[config.mk]
export PLATFORM = sky130hd
export DESIGN_NAME = dual_interval_timer
export DESIGN_NICKNAME = d
export VERILOG_FILES = /design/src/rtl/itmr_pkg.sv /design/src/rtl/itmr_channel.sv /design/src/rtl/dual_interval_timer.sv
export SDC_FILE = /design/constraint.sdc
export NUM_CORES = 1
export LEC_CHECK = 0
export ABC_AREA = 1
export BUFFER_PORTS_ARGS = -buffer_cell sky130_fd_sc_hd__buf_2
export CAP_MARGIN = 0
export CORE_MARGIN = 4
export CORE_UTILIZATION = 56
export CTS_CLUSTER_SIZE = 28
export DETAILED_ROUTE_END_ITERATION = 10
export PLACE_DENSITY_LB_ADDON = 0.05
export SYNTH_ARGS = -nofsm -noshare
export SYNTH_HDL_FRONTEND = slang
export SYNTH_HIERARCHICAL = 1
export SYNTH_SLANG_ARGS = --single-unit
[constraint.sdc]
create_clock -name clk -period 2.4 [get_ports clk]
set_input_delay 0.24 -clock clk [delete_from_list [all_inputs] [get_ports clk]]
set_output_delay 0.24 -clock clk [all_outputs]
set_load 0.02 [all_outputs]
[src/rtl/itmr_pkg.sv]
package itmr_pkg;
    localparam int unsigned WORD_W   = 32;
    localparam int unsigned CTL_W    = 11;
    // control-word bit positions that the counting logic decodes
    localparam int unsigned CTL_DOWN = 1;
    localparam int unsigned CTL_AUTO = 4;
    localparam int unsigned CTL_IE   = 6;
    localparam int unsigned CTL_RUN  = 7;
    localparam int unsigned CTL_FLAG = 8;

    typedef enum logic [1:0] {
        SEL_CTRL  = 2'd0,
        SEL_LOAD  = 2'd1,
        SEL_COUNT = 2'd2,
        SEL_SPARE = 2'd3
    } reg_sel_e;

    typedef struct packed {
        logic [CTL_W-1:0]  ctrl;
        logic [WORD_W-1:0] load;
        logic [WORD_W-1:0] cnt;
        logic              run;
    } chan_state_t;
endpackage

[src/rtl/itmr_channel.sv]
module itmr_channel
    import itmr_pkg::*;
(
    input  logic              clk,
    input  logic              rst_n,
    input  logic              wr_ctrl,
    input  logic              wr_load,
    input  logic [WORD_W-1:0] wdata,
    output logic [CTL_W-1:0]  ctrl_o,
    output logic [WORD_W-1:0] load_o,
    output logic [WORD_W-1:0] cnt_o,
    output logic              irq_o
);
    localparam logic [WORD_W-1:0] STEP = WORD_W'(1);

    chan_state_t st_d, st_q;
    logic        down, at_end, expire, restart;

    always_comb begin
        st_d    = st_q;
        down    = st_q.ctrl[CTL_DOWN];
        at_end  = down ? (st_q.cnt == '0) : (st_q.cnt == '1);
        expire  = st_q.run && at_end;
        restart = wr_ctrl && wdata[CTL_RUN];

        if (st_q.run) begin
            if (expire) begin
                if (st_q.ctrl[CTL_AUTO]) st_d.cnt = st_q.load;
                else                     st_d.run = 1'b0;
            end else begin
                st_d.cnt = down ? st_q.cnt - STEP : st_q.cnt + STEP;
            end
        end

        if (wr_load) st_d.load = wdata;

        if (wr_ctrl) begin
            st_d.ctrl           = wdata[CTL_W-1:0];
            st_d.ctrl[CTL_FLAG] = st_q.ctrl[CTL_FLAG] & ~wdata[CTL_FLAG];
        end
        if (restart) begin
            st_d.cnt = st_q.load;
            st_d.run = 1'b1;
        end

        if (expire) st_d.ctrl[CTL_FLAG] = 1'b1;
    end

    always_ff @(posedge clk) begin
        if (!rst_n) st_q <= '0;
        else        st_q <= st_d;
    end

    assign ctrl_o = st_q.ctrl;
    assign load_o = st_q.load;
    assign cnt_o  = st_q.cnt;
    assign irq_o  = st_q.ctrl[CTL_FLAG] & st_q.ctrl[CTL_IE];

    p_start_loads_r2: assert property (@(posedge clk) disable iff (!rst_n)
        restart |=> (cnt_o == $past(load_o)) && st_q.run);

    p_down_step_r3: assert property (@(posedge clk) disable iff (!rst_n)
        st_q.run && down && (cnt_o != '0) && !wr_ctrl |=> cnt_o == $past(cnt_o) - STEP);

    p_up_step_r4: assert property (@(posedge clk) disable iff (!rst_n)
        st_q.run && !down && (cnt_o != '1) && !wr_ctrl |=> cnt_o == $past(cnt_o) + STEP);

    p_auto_restart_r5: assert property (@(posedge clk) disable iff (!rst_n)
        expire && ctrl_o[CTL_AUTO] && !restart |=> st_q.run && (cnt_o == $past(load_o)));

    p_oneshot_halt_r6: assert property (@(posedge clk) disable iff (!rst_n)
        expire && !ctrl_o[CTL_AUTO] && !restart |=> !st_q.run && $stable(cnt_o));

    p_flag_sticky_r8: assert property (@(posedge clk) disable iff (!rst_n)
        ctrl_o[CTL_FLAG] && !(wr_ctrl && wdata[CTL_FLAG]) |=> ctrl_o[CTL_FLAG]);

    p_expiry_sets_flag_r8: assert property (@(posedge clk) disable iff (!rst_n)
        expire |=> ctrl_o[CTL_FLAG]);
endmodule

[src/rtl/dual_interval_timer.sv]
module dual_interval_timer
    import itmr_pkg::*;
#(
    parameter int unsigned NUM_CH = 2,
    parameter int unsigned ADDR_W = 3
) (
    input  logic              clk,
    input  logic              rst_n,
    input  logic [ADDR_W-1:0] bus_addr,
    input  logic              bus_wr,
    input  logic [WORD_W-1:0] bus_wdata,
    output logic [WORD_W-1:0] bus_rdata,
    output logic              timer_irq
);
    localparam int unsigned IDX_W = ADDR_W - 2;

    logic [IDX_W-1:0]  ch_idx;
    reg_sel_e          sel;
    logic [CTL_W-1:0]  ch_ctrl [NUM_CH];
    logic [WORD_W-1:0] ch_load [NUM_CH];
    logic [WORD_W-1:0] ch_cnt  [NUM_CH];
    logic [NUM_CH-1:0] ch_irq;
    logic              present;

    assign ch_idx = bus_addr[ADDR_W-1:2];
    assign sel    = reg_sel_e'(bus_addr[1:0]);

    for (genvar g = 0; g < NUM_CH; g++) begin : g_ch
        logic hit;
        assign hit = bus_wr && (ch_idx == IDX_W'(g));

        itmr_channel u_chan (
            .clk     (clk),
            .rst_n   (rst_n),
            .wr_ctrl (hit && (sel == SEL_CTRL)),
            .wr_load (hit && (sel == SEL_LOAD)),
            .wdata   (bus_wdata),
            .ctrl_o  (ch_ctrl[g]),
            .load_o  (ch_load[g]),
            .cnt_o   (ch_cnt[g]),
            .irq_o   (ch_irq[g])
        );
    end

    always_comb begin
        bus_rdata = '0;
        present   = 1'b0;
        for (int i = 0; i < NUM_CH; i++) begin
            if (ch_idx == IDX_W'(i)) begin
                present = 1'b1;
                case (sel)
                    SEL_CTRL:  bus_rdata = {{(WORD_W-CTL_W){1'b0}}, ch_ctrl[i]};
                    SEL_LOAD:  bus_rdata = ch_load[i];
                    SEL_COUNT: bus_rdata = ch_cnt[i];
                    default:   bus_rdata = '0;
                endcase
            end
        end
    end

    assign timer_irq = |ch_irq;

    p_irq_holds_r7: assert property (@(posedge clk) disable iff (!rst_n)
        timer_irq && !bus_wr |=> timer_irq);

    p_absent_reads_zero_r9: assert property (@(posedge clk) disable iff (!rst_n)
        !present || (sel == SEL_SPARE) |-> bus_rdata == '0);
endmodule

Word-level counts from Yosys, hierarchy flattened
Cells that the tools add are included. W data, S select, Z words.

Bits of input ports: 38. Output and inout port bits: 33. Word-level logic and storage cells: 69. Flip-flop bits (word level): 152.

Add/subtract/negate cells: 4. Equality and inequality tests: 6. Muxes and demuxes: 23. Reduce and logical (&&, ||, !) cells: 20. Bitwise operators: 6.

Operator list (count): $mux W32 (7); $pmux W32 S3 (2); $mux W33 (4); $add A32 B1 Y32 const B (2); $eq A32 B32 Y1 const B (2); $logic_not A32 Y1 (2); $sub A32 B1 Y32 const B (2); $mux W9 (2); $logic_and A1 B1 Y1 (10); $mux W1 (8); $reduce_bool A2 Y1 (4); $ne A3 B2 Y1 const B (2); $and A1 B1 Y1 (4); $reduce_and A2 Y1 (2); $eq A2 B1 Y1 const B (1); $eq A2 B2 Y1 const B (1); $logic_not A2 Y1 (1); $not A1 Y1 (2); $reduce_or A2 Y1 (1).

Longest topological paths before layout
Gate-level depths: netlist of run 1.

Depth in word-level cells: 6. Mapped depth: 15. Gate-level depth less buffers: 15.

Hierarchy
Netlist of run 1, hierarchy kept.

Modules (own cells, without submodules): itmr_channel (sequential area each 1521.5 sq um, cells each 1021, area an instance 6233.5 sq um, times used 2); dual_interval_timer (sequential area each 0.0 sq um, cells each 351, area an instance 1537.7 sq um, times used 1).

Least setup slack after synthesis of run 1
OpenSTA, ideal clock, no wires.

Path kind: register -> register. Start point: reg g_ch[0].u_chan.st_q (netlist bit g_ch[0].u_chan/ctrl_o[1]). End point: reg g_ch[0].u_chan.st_q (netlist bit g_ch[0].u_chan/cnt_o[21]). Path slack: -0.102 ns. Stages on the path, launching flop included: 14. Arrival time: 2.386 ns. Setup time: 0.116 ns. Buffers on the path: 0. Cells stage by stage: dfxtp_1 -> ha_1 -> or2_1 -> and2_1 -> nand2_1 -> nand2_1 -> nand2_1 -> nand2_1 -> nand2_1 -> nand2_1 -> nand2_1 -> nand2_1 -> o21ai_1 -> nand2_1.

Cells in the longest elaborated chain, start to end: 5. Elaborated cells on any way between the ends: 8. Those cells by class: eq/ne: 1; mux: 5; reduce/logical: 2.

Ends and longest elaborated chain: start: declaration (line itmr_channel.sv:16) `chan_state_t st_d, st_q;`; start signal: assignment (line itmr_channel.sv:51) `else st_q <= st_d;`; $mux W1 (line itmr_channel.sv:22) `at_end = down ? (st_q.cnt == '0) : (st_q.cnt == '1);`; $logic_and A1 B1 Y1 (line itmr_channel.sv:23) `expire = st_q.run && at_end;`; $mux W32 (line itmr_channel.sv:27) `if (expire) begin`; $mux W33 (line itmr_channel.sv:26) `if (st_q.run) begin`; $mux W33 (line itmr_channel.sv:41) `if (restart) begin`.

Several ways; a longest one is shown, not always the timed one. The select of a mux whose other input is x is not followed. A chain may end at the register's enable or synchronous reset.

Worst setup path in the final report of run 1
Start point: reg g_ch[1].u_chan.st_q (netlist bit g_ch[1].u_chan/ctrl_o[1]). End point: reg g_ch[1].u_chan.st_q (netlist bit g_ch[1].u_chan/cnt_o[19]).

Cells in the longest elaborated chain, start to end: 5. Elaborated cells on any way between the ends: 8. Those cells by class: eq/ne: 1; mux: 5; reduce/logical: 2.

Ends and longest elaborated chain (line): start: declaration (itmr_channel.sv:16); start signal: assignment (itmr_channel.sv:51); $mux W1 (itmr_channel.sv:22); $logic_and A1 B1 Y1 (itmr_channel.sv:23); $mux W32 (itmr_channel.sv:27); $mux W33 (itmr_channel.sv:26); $mux W33 (itmr_channel.sv:41).

Several ways; a longest one is shown, not always the timed one. The select of a mux whose other input is x is not followed.

==> results.md, run 1 <==
- Drt drc: 0
- Placement row count: 57
- Post-synth EDFFs: 0
- Utilization after layout: 58.00%
- Vias in the first global route: 13,149
- CP arrival: 2590 ps
- Status: finished, final reports clean
- Most common library cells after synthesis: 732 x nand2_1, 278 x nor2_1, 225 x inv_1, 180 x a21oi_1, 176 x nand3_1
- Via Count: 14,246
- R2R setup slack: 130 ps
- Die width: 166.1 µm
- Setup crit end kind: flip-flop
- Unique cell type count in the Yosys netlist: 43
- Post-Syn Instances: 2,393
- Syn_nets: 2,493
- Routed WL: 42.13 mm
- Area leader, netlist: dfxtp_1
- WL per Instance: 16.05 µm
- Critical Path Start Type: flip-flop
- DIE AREA: 27,600 µm²
- Adder-cell share of the synthesized area: 5.646%
- Hold Path Cell Cnt: 3
- Reg2reg path depth: 14
- Post-route setup slack: 125.4 ps
- Compound-Gate Fraction of Synth Area: 14.72%
- Maximum VDD drop: 0.3988 mV
- Critical R2R Launch: g_ch[1].u_chan/ctrl_o[1]
- Crit Path Category: reg2reg
- Cell with the most instances after synthesis: nand2_1
- Grt ovf: 0
- Mux cell area share after synthesis: 0%
- Final Hold Vio Count: 0
- Clock Pin Slew Worst Setup and Hold Paths: 80 ps
- IO buf count: 70
- Hold buffers post-CTS: 0
- Die height: 166.1 µm
- Pwr dens: 422.5 nW/µm²
- Setup WS pre-CTS: 111.0 ps
- Synth Cell Area: 14,000 µm²
- Largest family of logic cells by synthesized area: simple AND/OR/NAND/NOR gates
- Worst EP required: 2710 ps
- Synth async-reset ratio: 0%
- GRT Total Usage: 29.46%
- Detailed Place HPWL: 32.14 mm
- Critical path peak fanout: 33
- Worst Tran Pin Value: 803.8 ps
- Seq/Total Area, Yosys: 21.73%
- Synth top area share: 21.73%
- Top_reg_cell synth: dfxtp_1
- Clock Skews: 15.85 ps
- Clk Latency, worst-skew pair: 430 ps
- Leak pwr: 7.088 nW
- First-pass GRT wire length: 67.79 mm
- Ratio of cells with drive above 1 in the final layout: 10.26%
- #FFs+latches synth: 152
- Initial DRT Pass Iterations: 5
- H-Tree Depth: 4
- Inserted Clock Buffers: 17
- Via density: 5.427
- First DRT Iteration DRCs: 1,279
- Root Buffer: clkbuf_16
- Largest net degree at the start of global routing: 55
- Synthesis-to-finish area growth: 1.313%
- Final Slew Violations: 0
- Min-Delay Endpoint: g_ch[1].u_chan/load_o[17]
- CTS tree: done
- Final setup violation count: 0
- Hold_sp: bus_wdata[17]
- Clk buf depth: 2
- Ant diodes: 0
- Clock sink count: 152
- Initial antenna violation count: 0
- RSZ-0062 raised after global routing: yes
- Nets: 2,388
- Core box area: 24,460 µm²
- Final min period: 2275 ps
- Initial core utilization: 57.25%
- Slew margin rel.: 46.21%
- Final GP Congestion: 1.008
- Max_cap viols: 0
- Top Ports: 71
- Post-Synth XOR/XNOR Area: 1.251%
- Hold Path Class: in2reg
- Ys Warns: 6
- Mapped Avg Cell Area: 5.852 µm²
- Crit share post-route: 94.78%
- Reg2reg end: g_ch[1].u_chan/cnt_o[19]
- Simple-Gate Fraction of Synth Area: 38.76%
- Fmax: 439.6 MHz
- Final ANT Viol Nets: 0
- Ranking of synthesized cells by area: dfxtp_1 22%, nand2_1 20%, buf_4 8.6%, nor2_1 7.5%, a21oi_1 6.4%
## cells in the final DEF, fill, tap and decap left out, drive strengths merged, types with 5 or more instances in the layout
master	instances
a21oi	182
buf	111
clkbuf	18
clkinv	5
dfxtp	152
ha	60
inv	245
nand2	742
nand3	180
nand3b	14
nand4	8
nor2	311
nor3	22
o21ai	188
o21bai	10
or2	9
xor2	16
## how the worst max path moves through the flow
stage | endpoint | startpoint | depth (start not counted)
after global placement | g_ch[1].u_chan/cnt_o[28] | g_ch[1].u_chan/ctrl_o[1] | 13
after floorplan | g_ch[0].u_chan/cnt_o[7] | bus_addr[0] | 13
after CTS | g_ch[1].u_chan/cnt_o[29] | g_ch[1].u_chan/ctrl_o[1] | 14
after global routing | g_ch[1].u_chan/cnt_o[19] | g_ch[1].u_chan/ctrl_o[1] | 14
final | g_ch[1].u_chan/cnt_o[19] | g_ch[1].u_chan/ctrl_o[1] | 14
after detailed placement | g_ch[1].u_chan/cnt_o[29] | g_ch[1].u_chan/ctrl_o[1] | 14
## through the flow
step / power, W / TNS [ps] / instance area (µm²) / hold slack (ps) / cells
floorplan: 0.003198 / 0 / 14010 / 374.9 / 2393
global route: 0.006209 / -92.19 / 14190 / 103.8 / 2625
finish: 0.005995 / 0 / 14190 / 91.31 / 2625
detailed placement: 0.003333 / 0 / 13490 / 457.9 / 2592
global placement: 0.003327 / 0 / 13490 / 452.0 / 2592
CTS: 0.006001 / 0 / 14070 / 76.09 / 2624
## report_power, final
group	internal, W	switching (W)	total (W)
clock network	0.00142	0.00127	0.00269
registers	0.00258	0.0000493	0.00263
logic	0.000200	0.000470	0.000670
## per-layer routing
metal	vias up	routed length, µm	track usage, %	share of wire [%]
met5	-	0	0	0
li1	7294	-	-	-
met3	85	2112	3.285	5.0
met4	0	1347	10.37	3.2
met1	6440	19450	40.25	46
met2	427	19220	48.35	46
## critical path, stage by stage, from the launching register on
cell	delay [ps]
dfxtp_2	330
buf_12	170
ha_1	360
nand2_1	150
inv_1	50
a21oi_1	130
nand2_1	120
a21oi_2	220
inv_1	80
nand3_1	90
nand2_1	60
nand2_1	70
nand3_1	150
nand2_1	100
nand2_1	50
## repair_timing
action | CTS | global route
setup buffers | 0 | 1
gates resized for setup | 0 | 29
endpoints found under the setup margin | 0 | 28
## sequential cells by signal, summed over array words and instances, names as in the netlist
register	flops
g_ch.u_chan/ctrl_o	22
g_ch.u_chan/cnt_o	64
g_ch.u_chan/st_q	2
g_ch.u_chan/load_o	64
## cell type report
cell class	instances	area, µm²
Clock buffer	18	439.2
Clock inverter	14	142.6
Fill cell	2505	10270
Inverter	236	892.1
Multi-Input combinational cell	1770	8562
Sequential cell	152	3045
Tap cell	324	405.4
Timing Repair Buffer	111	701.9
## kinds of logic after synthesis
kind of cell	after synthesis
xor gates and xnor gates	20
buffers and inverters	471
adders and majority gates	62
and+or+nand+nor	1294
AOI/OAI and AO/OA	394
DFF	152
Power figures use the tool's default switching activity.
==> run 2, diff against run 1 <==
Settings changed: CORE_ASPECT_RATIO set to 1.2.
==> run 2 against run 1 <==
Clock power shrank 3%. Highest routed layer unchanged. Non-clock buffer count grew 8. Clock skew down 3.3 ps. Critical path depth is 1 lower. Via count is 0.51% lower. Worst setup slack got worse by 55 ps. Largest cell class unchanged. First-iteration DRC count down 2.7%. Combinational power up 0.7%. Worst hold slack got worse by 4.2 ps. Sequential cell count unchanged. Cell count increased by 0.34%. Routed wire length rose by 0.91%.
==> results.md, run 2 (synthesis results as in run 1) <==
- Fmax: 429.3 MHz (was 439.6 MHz)
- Critical Path Start Type: flip-flop (unchanged)
- Placement row count: 63 (was 57)
- Critical R2R Launch: g_ch[0].u_chan/ctrl_o[1] (was g_ch[1].u_chan/ctrl_o[1])
- Commonest non-fill, non-tap cells in the layout: 723 x nand2_1, 271 x nor2_1, 225 x inv_1, 175 x nand3_1, 167 x a21oi_1 (was 724 x nand2_1, 277 x nor2_1, 225 x inv_1, 176 x nand3_1, 174 x a21oi_1)
- Die height: 181.2 µm (was 166.1 µm)
- Synthesis-to-finish area growth: 2.349% (was 1.313%)
- GRT Total Usage: 30.27% (was 29.46%)
- Core box area: 24,670 µm² (was 24,460 µm²)
- Inserted Clock Buffers: 17 (unchanged)
- Clk Latency, worst-skew pair: 440 ps (was 430 ps)
- Grt ovf: 0 (unchanged)
- Post-route setup slack: 70.73 ps (was 125.4 ps)
- Final GP Congestion: 0.9611 (was 1.008)
- Leak pwr: 7.138 nW (was 7.088 nW)
- Clock Skews: 12.57 ps (was 15.85 ps)
- Worst path most repeated cell: nand2_1 (unchanged)
- Die width: 152.4 µm (was 166.1 µm)
- Ant diodes: 0 (unchanged)
- First DRT Iteration DRCs: 1,244 (was 1,279)
- Via Count: 14,174 (was 14,246)
- Largest net degree at the start of global routing: 64 (was 55)
- Maximum VDD drop: 0.5056 mV (was 0.3988 mV)
- Initial antenna violation count: 0 (unchanged)
- DIE AREA: 27,610 µm² (was 27,600 µm²)
- Hold_sp: bus_wdata[31] (was bus_wdata[17])
- Final Slew Violations: 0 (unchanged)
- Final non-filler cell area: 14,330 µm² (was 14,190 µm²)
- Final min period: 2329 ps (was 2275 ps)
- Worst EP required: 2730 ps (was 2710 ps)
- CTS tree: done (unchanged)
- RSZ-0062 raised after global routing: yes (unchanged)
- Slew margin rel.: 64.61% (was 46.21%)
- Worst Tran Pin Value: 530.8 ps (was 803.8 ps)
- Setup WS pre-CTS: 23.86 ps (was 111.0 ps)
- Delay of the slowest cell on the worst path: 390 ps (was 360 ps)
- Drt drc: 0 (unchanged)
- Via density: 5.381 (was 5.427)
- Critical path peak fanout: 27 (was 33)
- Hold buffers post-CTS: 0 (unchanged)
- Nets: 2,396 (was 2,388)
- Most common cell after layout, fill and taps aside: nand2_1 (unchanged)
- Crit Path Category: reg2reg (unchanged)
- Pwr dens: 412.7 nW/µm² (was 422.5 nW/µm²)
- Routed WL: 42.51 mm (was 42.13 mm)
- Root Buffer: clkbuf_16 (unchanged)
- Inst Count DP: 2,600 (was 2,592)
- WL per Instance: 16.14 µm (was 16.05 µm)
- CP cell instances: buf_12 -> ha_1 -> nand2_1 -> o21ai_2 -> inv_1 -> nand2_1 -> nand2_1 -> nand2_1 -> nand2_1 -> nand3_1 -> nand3_1 -> nand2_1 -> nand2_1 (was buf_12 -> ha_1 -> nand2_1 -> inv_1 -> a21oi_1 -> nand2_1 -> a21oi_2 -> inv_1 -> nand3_1 -> nand2_1 -> nand2_1 -> nand3_1 -> nand2_1 -> nand2_1)
- Vias in the first global route: 13,615 (was 13,149)
- Ratio of cells with drive above 1 in the final layout: 11.69% (was 10.26%)
- Crit path launch: g_ch[0].u_chan/ctrl_o[1] (was g_ch[1].u_chan/ctrl_o[1])
- Top Ports: 71 (unchanged)
- Clk buf depth: 2 (unchanged)
- Final Non-Filler Cells: 2,634 (was 2,625)
- Status: finished, final reports clean (unchanged)
- Final ANT Viol Nets: 0 (unchanged)
- Hold Path Class: in2reg (unchanged)
- IO buf count: 70 (unchanged)
- Initial core utilization: 56.76% (was 57.25%)
- Detailed Place HPWL: 32.98 mm (was 32.14 mm)
- Clock sink count: 152 (unchanged)
- First-pass GRT wire length: 69.20 mm (was 67.79 mm)
- Slowest cell on crit path: dfxtp_4 (was ha_1)
- Initial DRT Pass Iterations: 6 (was 5)
- Clock Pin Slew Worst Setup and Hold Paths: 70 ps (was 80 ps)
- H-Tree Depth: 4 (unchanged)
- CP arrival: 2650 ps (was 2590 ps)
- Final setup violation count: 0 (unchanged)
- Final Hold Vio Count: 0 (unchanged)
- Setup crit end kind: flip-flop (unchanged)
- Crit share post-route: 97.05% (was 94.78%)
- Max_cap viols: 0 (unchanged)
- # fillers: 2,589 (was 2,505)
- Cell Area, Placed: 13,550 µm² (was 13,490 µm²)
==> run 2: changes by cell type in the layout (fill, tap and decap cells not counted), sizes merged <==
cell / previous run / this run
inv: 245 / 244
buf: 111 / 118
clkbuf: 18 / 19
clkinvlp: 0 / 1
==> run 2: metrics by stage <==
stage / hold slack [ps] / setup TNS, ps / util, % / total power [W]
final: 87.13 / 0 / 58.10 / 0.005915
after global routing: 95.40 / -362.2 / 58.10 / 0.006151
after CTS: 77.49 / 0 / 57.22 / 0.005942
after detailed placement: 457.4 / 0 / 54.94 / 0.003340
after global placement: 452.2 / 0 / 54.94 / 0.003336
after floorplan: 374.9 / 0 / - / 0.003198
==> run 2: what timing repair did <==
action | CTS | global route
buffers inserted | 0 | 1
gates resized for setup | 0 | 56
endpoints found under the hold margin | 0 | 0
setup endpoints to repair | 0 | 41
==> run 2: where the power goes <==
| part | switching [W] | internal [W] | leakage, nW | total (W) |
|---|---|---|---|---|
| sequential | 0.0000512 | 0.00258 | 1.23 | 0.00263 |
| combinational | 0.000469 | 0.000206 | 5.63 | 0.000675 |
| clock | 0.00122 | 0.00139 | 0.276 | 0.00261 |
| total | 0.00174 | 0.00418 | 7.14 | 0.00592 |
==> run 2: area by class of cell <==
class	count	area, µm²	area share (%)
sequential	152	3052	21.29
inverter	236	890.9	6.215
tap	325	406.6	2.837
timing repair buffer	119	788.3	5.499
clock buffer	18	439.2	3.064
multi-input combinational	1770	8633	60.23
clock inverter	14	123.9	0.8642
==> run 2: worst max-delay path: cells and delay by family (launching register included) <==
family | cells | cell delay, ps
flip-flops | 1 | 390
AO/OA/AOI/OAI | 1 | 240
AND/OR/NAND/NOR | 9 | 1000
adder cells (fa/ha/maj) | 1 | 350
buffers and inverters | 2 | 230
==> run 2: worst paths after layout <==
check,cells past startpoint,end,slack [ps]
worst max-delay path,13,g_ch[0].u_chan/cnt_o[28],70
worst min-delay path,3,g_ch[0].u_chan/load_o[31],90
worst max register to register,13,g_ch[0].u_chan/cnt_o[28],70
worst min register to register,2,g_ch[0].u_chan/ctrl_o[7],470
==> run 2: per-layer routing <==
layer / wire [µm] / global-route usage, % / vias to the layer above
met1: 18660 / 39.12 / 6426
met2: 20690 / 53.68 / 377
met4: 1208 / 8.813 / 0
li1: - / - / 7299
met3: 1953 / 2.779 / 72
met5: 0 / 0 / -
==> run 3, diff against run 2 <==
Clock period 2.4 ns to 2.3 ns, I/O delays scaled along.
==> run 3 against run 2 <==
Routed wire length rose by 3.8%. Maximum frequency grew 1.2%. Clock-buffer cell count decreased by 1. Die area unchanged. Combinational power grew 8.9%. Register-to-register slack worse by 70 ps. Worst setup slack lost 73 ps. Critical path type unchanged. Critical endpoint is now g_ch[1].u_chan/cnt_o[24]. First-iteration DRC count up 23%. Sequential cell count stayed put. Largest cell class unchanged. Sequential share of layout area shrank 0.82 points. Sequential power rose by 4%. Cell area is 4.0% higher. The run now ends with setup timing left.
==> results.md, run 3 (synthesis results as in run 1) <==
- Clock share of power: 43.8% (was 44.1%)
- Clock Pin Slew Worst Setup and Hold Paths: 70 ps (about the same)
- Leak pwr: 7.356 nW (was 7.138 nW)
- Synthesis-to-finish area growth: 6.459% (was 2.349%)
- Setup TNS: -2.632 ps (was 0 ps)
- H-Tree Depth: 4 (unchanged)
- Area taken by multi-input logic gates: 8862 µm² (was 8633 µm²)
- Register Area: 3052 µm² (unchanged)
- Met3 Routed Length: 2.559 mm (was 1.953 mm)
- Maximum VDD drop: 0.4571 mV (was 0.5056 mV)
- Via Count: 14,575 (was 14,174)
- Clk buf depth: 2 (unchanged)
- Root Buffer: clkbuf_16 (unchanged)
- Placement row count: 63 (unchanged)
- Clk Latency, worst-skew pair: 440 ps (about the same)
- Largest net degree at the start of global routing: 55 (was 64)
- Seq pwr share: 44.3% (was 44.5%)
- Die width: 152.4 µm (unchanged)
- Post-route setup slack: -2.632 ps (was 70.73 ps)
- Grt ovf: 0 (unchanged)
- CTS tree: done (unchanged)
- Top Ports: 71 (unchanged)
- Initial DRT Pass Iterations: 6 (unchanged)
- Commonest non-fill, non-tap cells in the layout: 711 x nand2_1, 270 x nor2_1, 225 x inv_1, 172 x nand3_1, 155 x a21oi_1 (was 723 x nand2_1, 271 x nor2_1, 225 x inv_1, 175 x nand3_1, 167 x a21oi_1)
- First-pass GRT wire length: 69.70 mm (was 69.20 mm)
- Max_cap viols: 0 (unchanged)
- Die height: 181.2 µm (unchanged)
- # fillers: 2,526 (was 2,589)
- CP cell instances: clkbuf_16 -> ha_1 -> nand2_1 -> nor2_1 -> inv_1 -> nor3_1 -> o21ai_0 -> nand3_1 -> nor2_1 -> o21ai_1 -> nand2_1 (was buf_12 -> ha_1 -> nand2_1 -> o21ai_2 -> inv_1 -> nand2_1 -> nand2_1 -> nand2_1 -> nand2_1 -> nand3_1 -> nand3_1 -> nand2_1 -> nand2_1)
- Clock Skews: 9.862 ps (was 12.57 ps)
- Clock sink count: 152 (unchanged)
- WL per Instance: 16.48 µm (was 16.14 µm)
- Inserted Clock Buffers: 17 (unchanged)
- Final ANT Viol Nets: 0 (unchanged)
- Crit Path Category: reg2reg (unchanged)
- Int Pwr: 0.004350 W (was 0.004179 W)
- Status: finished with violations (was finished, final reports clean)
- Pwr dens: 415.2 nW/µm² (was 412.7 nW/µm²)
- Slew margin rel.: 65.86% (was 64.61%)
- Final Slew Violations: 0 (unchanged)
- Drt drc: 0 (unchanged)
- Met1 wire length: 18.62 mm (was 18.66 mm)
- Detailed Place HPWL: 34.15 mm (was 32.98 mm)
- Final GP Congestion: 0.9573 (was 0.9611)
- Delay of the slowest cell on the worst path: 390 ps (about the same)
- Nets: 2,440 (was 2,396)
- Worst EP required: 2630 ps (was 2730 ps)
- Psw: 0.001840 W (was 0.001736 W)
- Final min period: 2303 ps (was 2329 ps)
- Critical path peak fanout: 13 (was 27)
- Critical Path Start Type: flip-flop (unchanged)
- Top Metal Used: met5 (was met4)
- Ant diodes: 0 (unchanged)
- Final setup violation count: 1 (was 0)
- Routed WL: 44.14 mm (was 42.51 mm)
- Worst Tran Pin Value: 512.1 ps (was 530.8 ps)
- CP arrival: 2630 ps (was 2650 ps)
- IO buf count: 70 (unchanged)
- RSZ-0062 raised after global routing: yes (unchanged)
- Met2 routed wirelength: 21.52 mm (was 20.69 mm)
- Failing checks: setup timing
- Final Hold Vio Count: 0 (unchanged)
- Comb pwr share: 11.9% (was 11.4%)
- GRT Total Usage: 30.70% (was 30.27%)
- Vias in the first global route: 13,544 (was 13,615)
- First DRT Iteration DRCs: 1,525 (was 1,244)
- CP delay by family, top: simple AND/OR/NAND/NOR gates (unchanged)
- Net Sw Frac: 29.72% (was 29.35%)
- Initial antenna violation count: 1 (was 0)
- Setup crit end kind: flip-flop (unchanged)
- Most common cell after layout, fill and taps aside: nand2_1 (unchanged)
- Hold Path Class: in2reg (unchanged)
- Core box area: 24,670 µm² (unchanged)
- Setup WS pre-CTS: -46.89 ps (was 23.86 ps)
- Initial core utilization: 56.76% (unchanged)
- Crit share post-route: 100.1% (was 97.05%)
- DIE AREA: 27,610 µm² (unchanged)
- Via density: 5.442 (was 5.381)
- Bufs and invs on worst path: 2 (unchanged)
- Slowest cell on crit path: dfxtp_4 (unchanged)
- Fmax: 434.3 MHz (was 429.3 MHz)
- Ratio of cells with drive above 1 in the final layout: 15.21% (was 11.69%)
==> run 3: power groups by stage <==
stage | clock (W) | sequential, W | combinational (W)
5_1_grt | 0.00286 | 0.00275 | 0.000807
2_1_floorplan | 0 | 0.00280 | 0.000541
4_1_cts | 0.00276 | 0.00274 | 0.000696
3_5_place_dp | 0 | 0.00280 | 0.000693
6_report | 0.00271 | 0.00274 | 0.000735
3_3_place_gp | 0 | 0.00280 | 0.000685
==> run 3: timing repair <==
item,in CTS,in global routing
pin swaps,0,10
resized for setup,1,109
hold buffers,0,0
buffers inserted,0,3
endpoints found under the setup margin,1,53
gates cloned,0,2
==> run 3: cell type report <==
type,count,area share (%)
multi-input cells,1770,59.44
flip-flops and latches,152,20.47
repair buffers,163,7.645
inverters,236,5.984
clock buffers,17,2.853
well taps,325,2.727
clock inverters,15,0.8812
==> run 3: worst reg2reg max path, stage by stage, from the launching register on <==
cell and delay (ps):
dfxtp_4 390, clkbuf_16 200, ha_1 380, nand2_1 110, nor2_1 160, inv_1 110
nor3_1 250, o21ai_0 160, nand3_1 190, nor2_1 70, o21ai_1 120, nand2_1 60
==> run 3: stage by stage <==
stage / utilization (%) / hold slack (ps) / cells / area [µm²] / power, W
2_1_floorplan: - / 364.9 / 2393 / 14010 / 0.003337
3_3_place_gp: 56.18 / 455.8 / 2641 / 13860 / 0.003485
3_5_place_dp: 56.18 / 465.5 / 2641 / 13860 / 0.003494
4_1_cts: 58.46 / 29.00 / 2673 / 14420 / 0.006194
5_1_grt: 60.43 / 62.17 / 2678 / 14910 / 0.006420
6_report: 60.43 / 43.66 / 2678 / 14910 / 0.006190
==> run 3: routing by layer <==
layer,vias up,global-route usage (%)
met2,522,52.65
met4,2,11.19
met5,-,0
li1,7388,-
met3,93,4.097
met1,6570,39.47
==> run 3: final timing paths <==
path                                                from                   endpoint  slack (ps)  depth (start not counted)
worst max-delay path            g_ch[1].u_chan/ctrl_o[1]   g_ch[1].u_chan/cnt_o[24]          -3                         11
worst min-delay path                       bus_wdata[15]  g_ch[1].u_chan/load_o[15]          40                          3
worst max register to register  g_ch[1].u_chan/ctrl_o[1]   g_ch[1].u_chan/cnt_o[24]          -3                         11
worst min register to register  g_ch[0].u_chan/ctrl_o[7]   g_ch[0].u_chan/ctrl_o[7]         480                          2
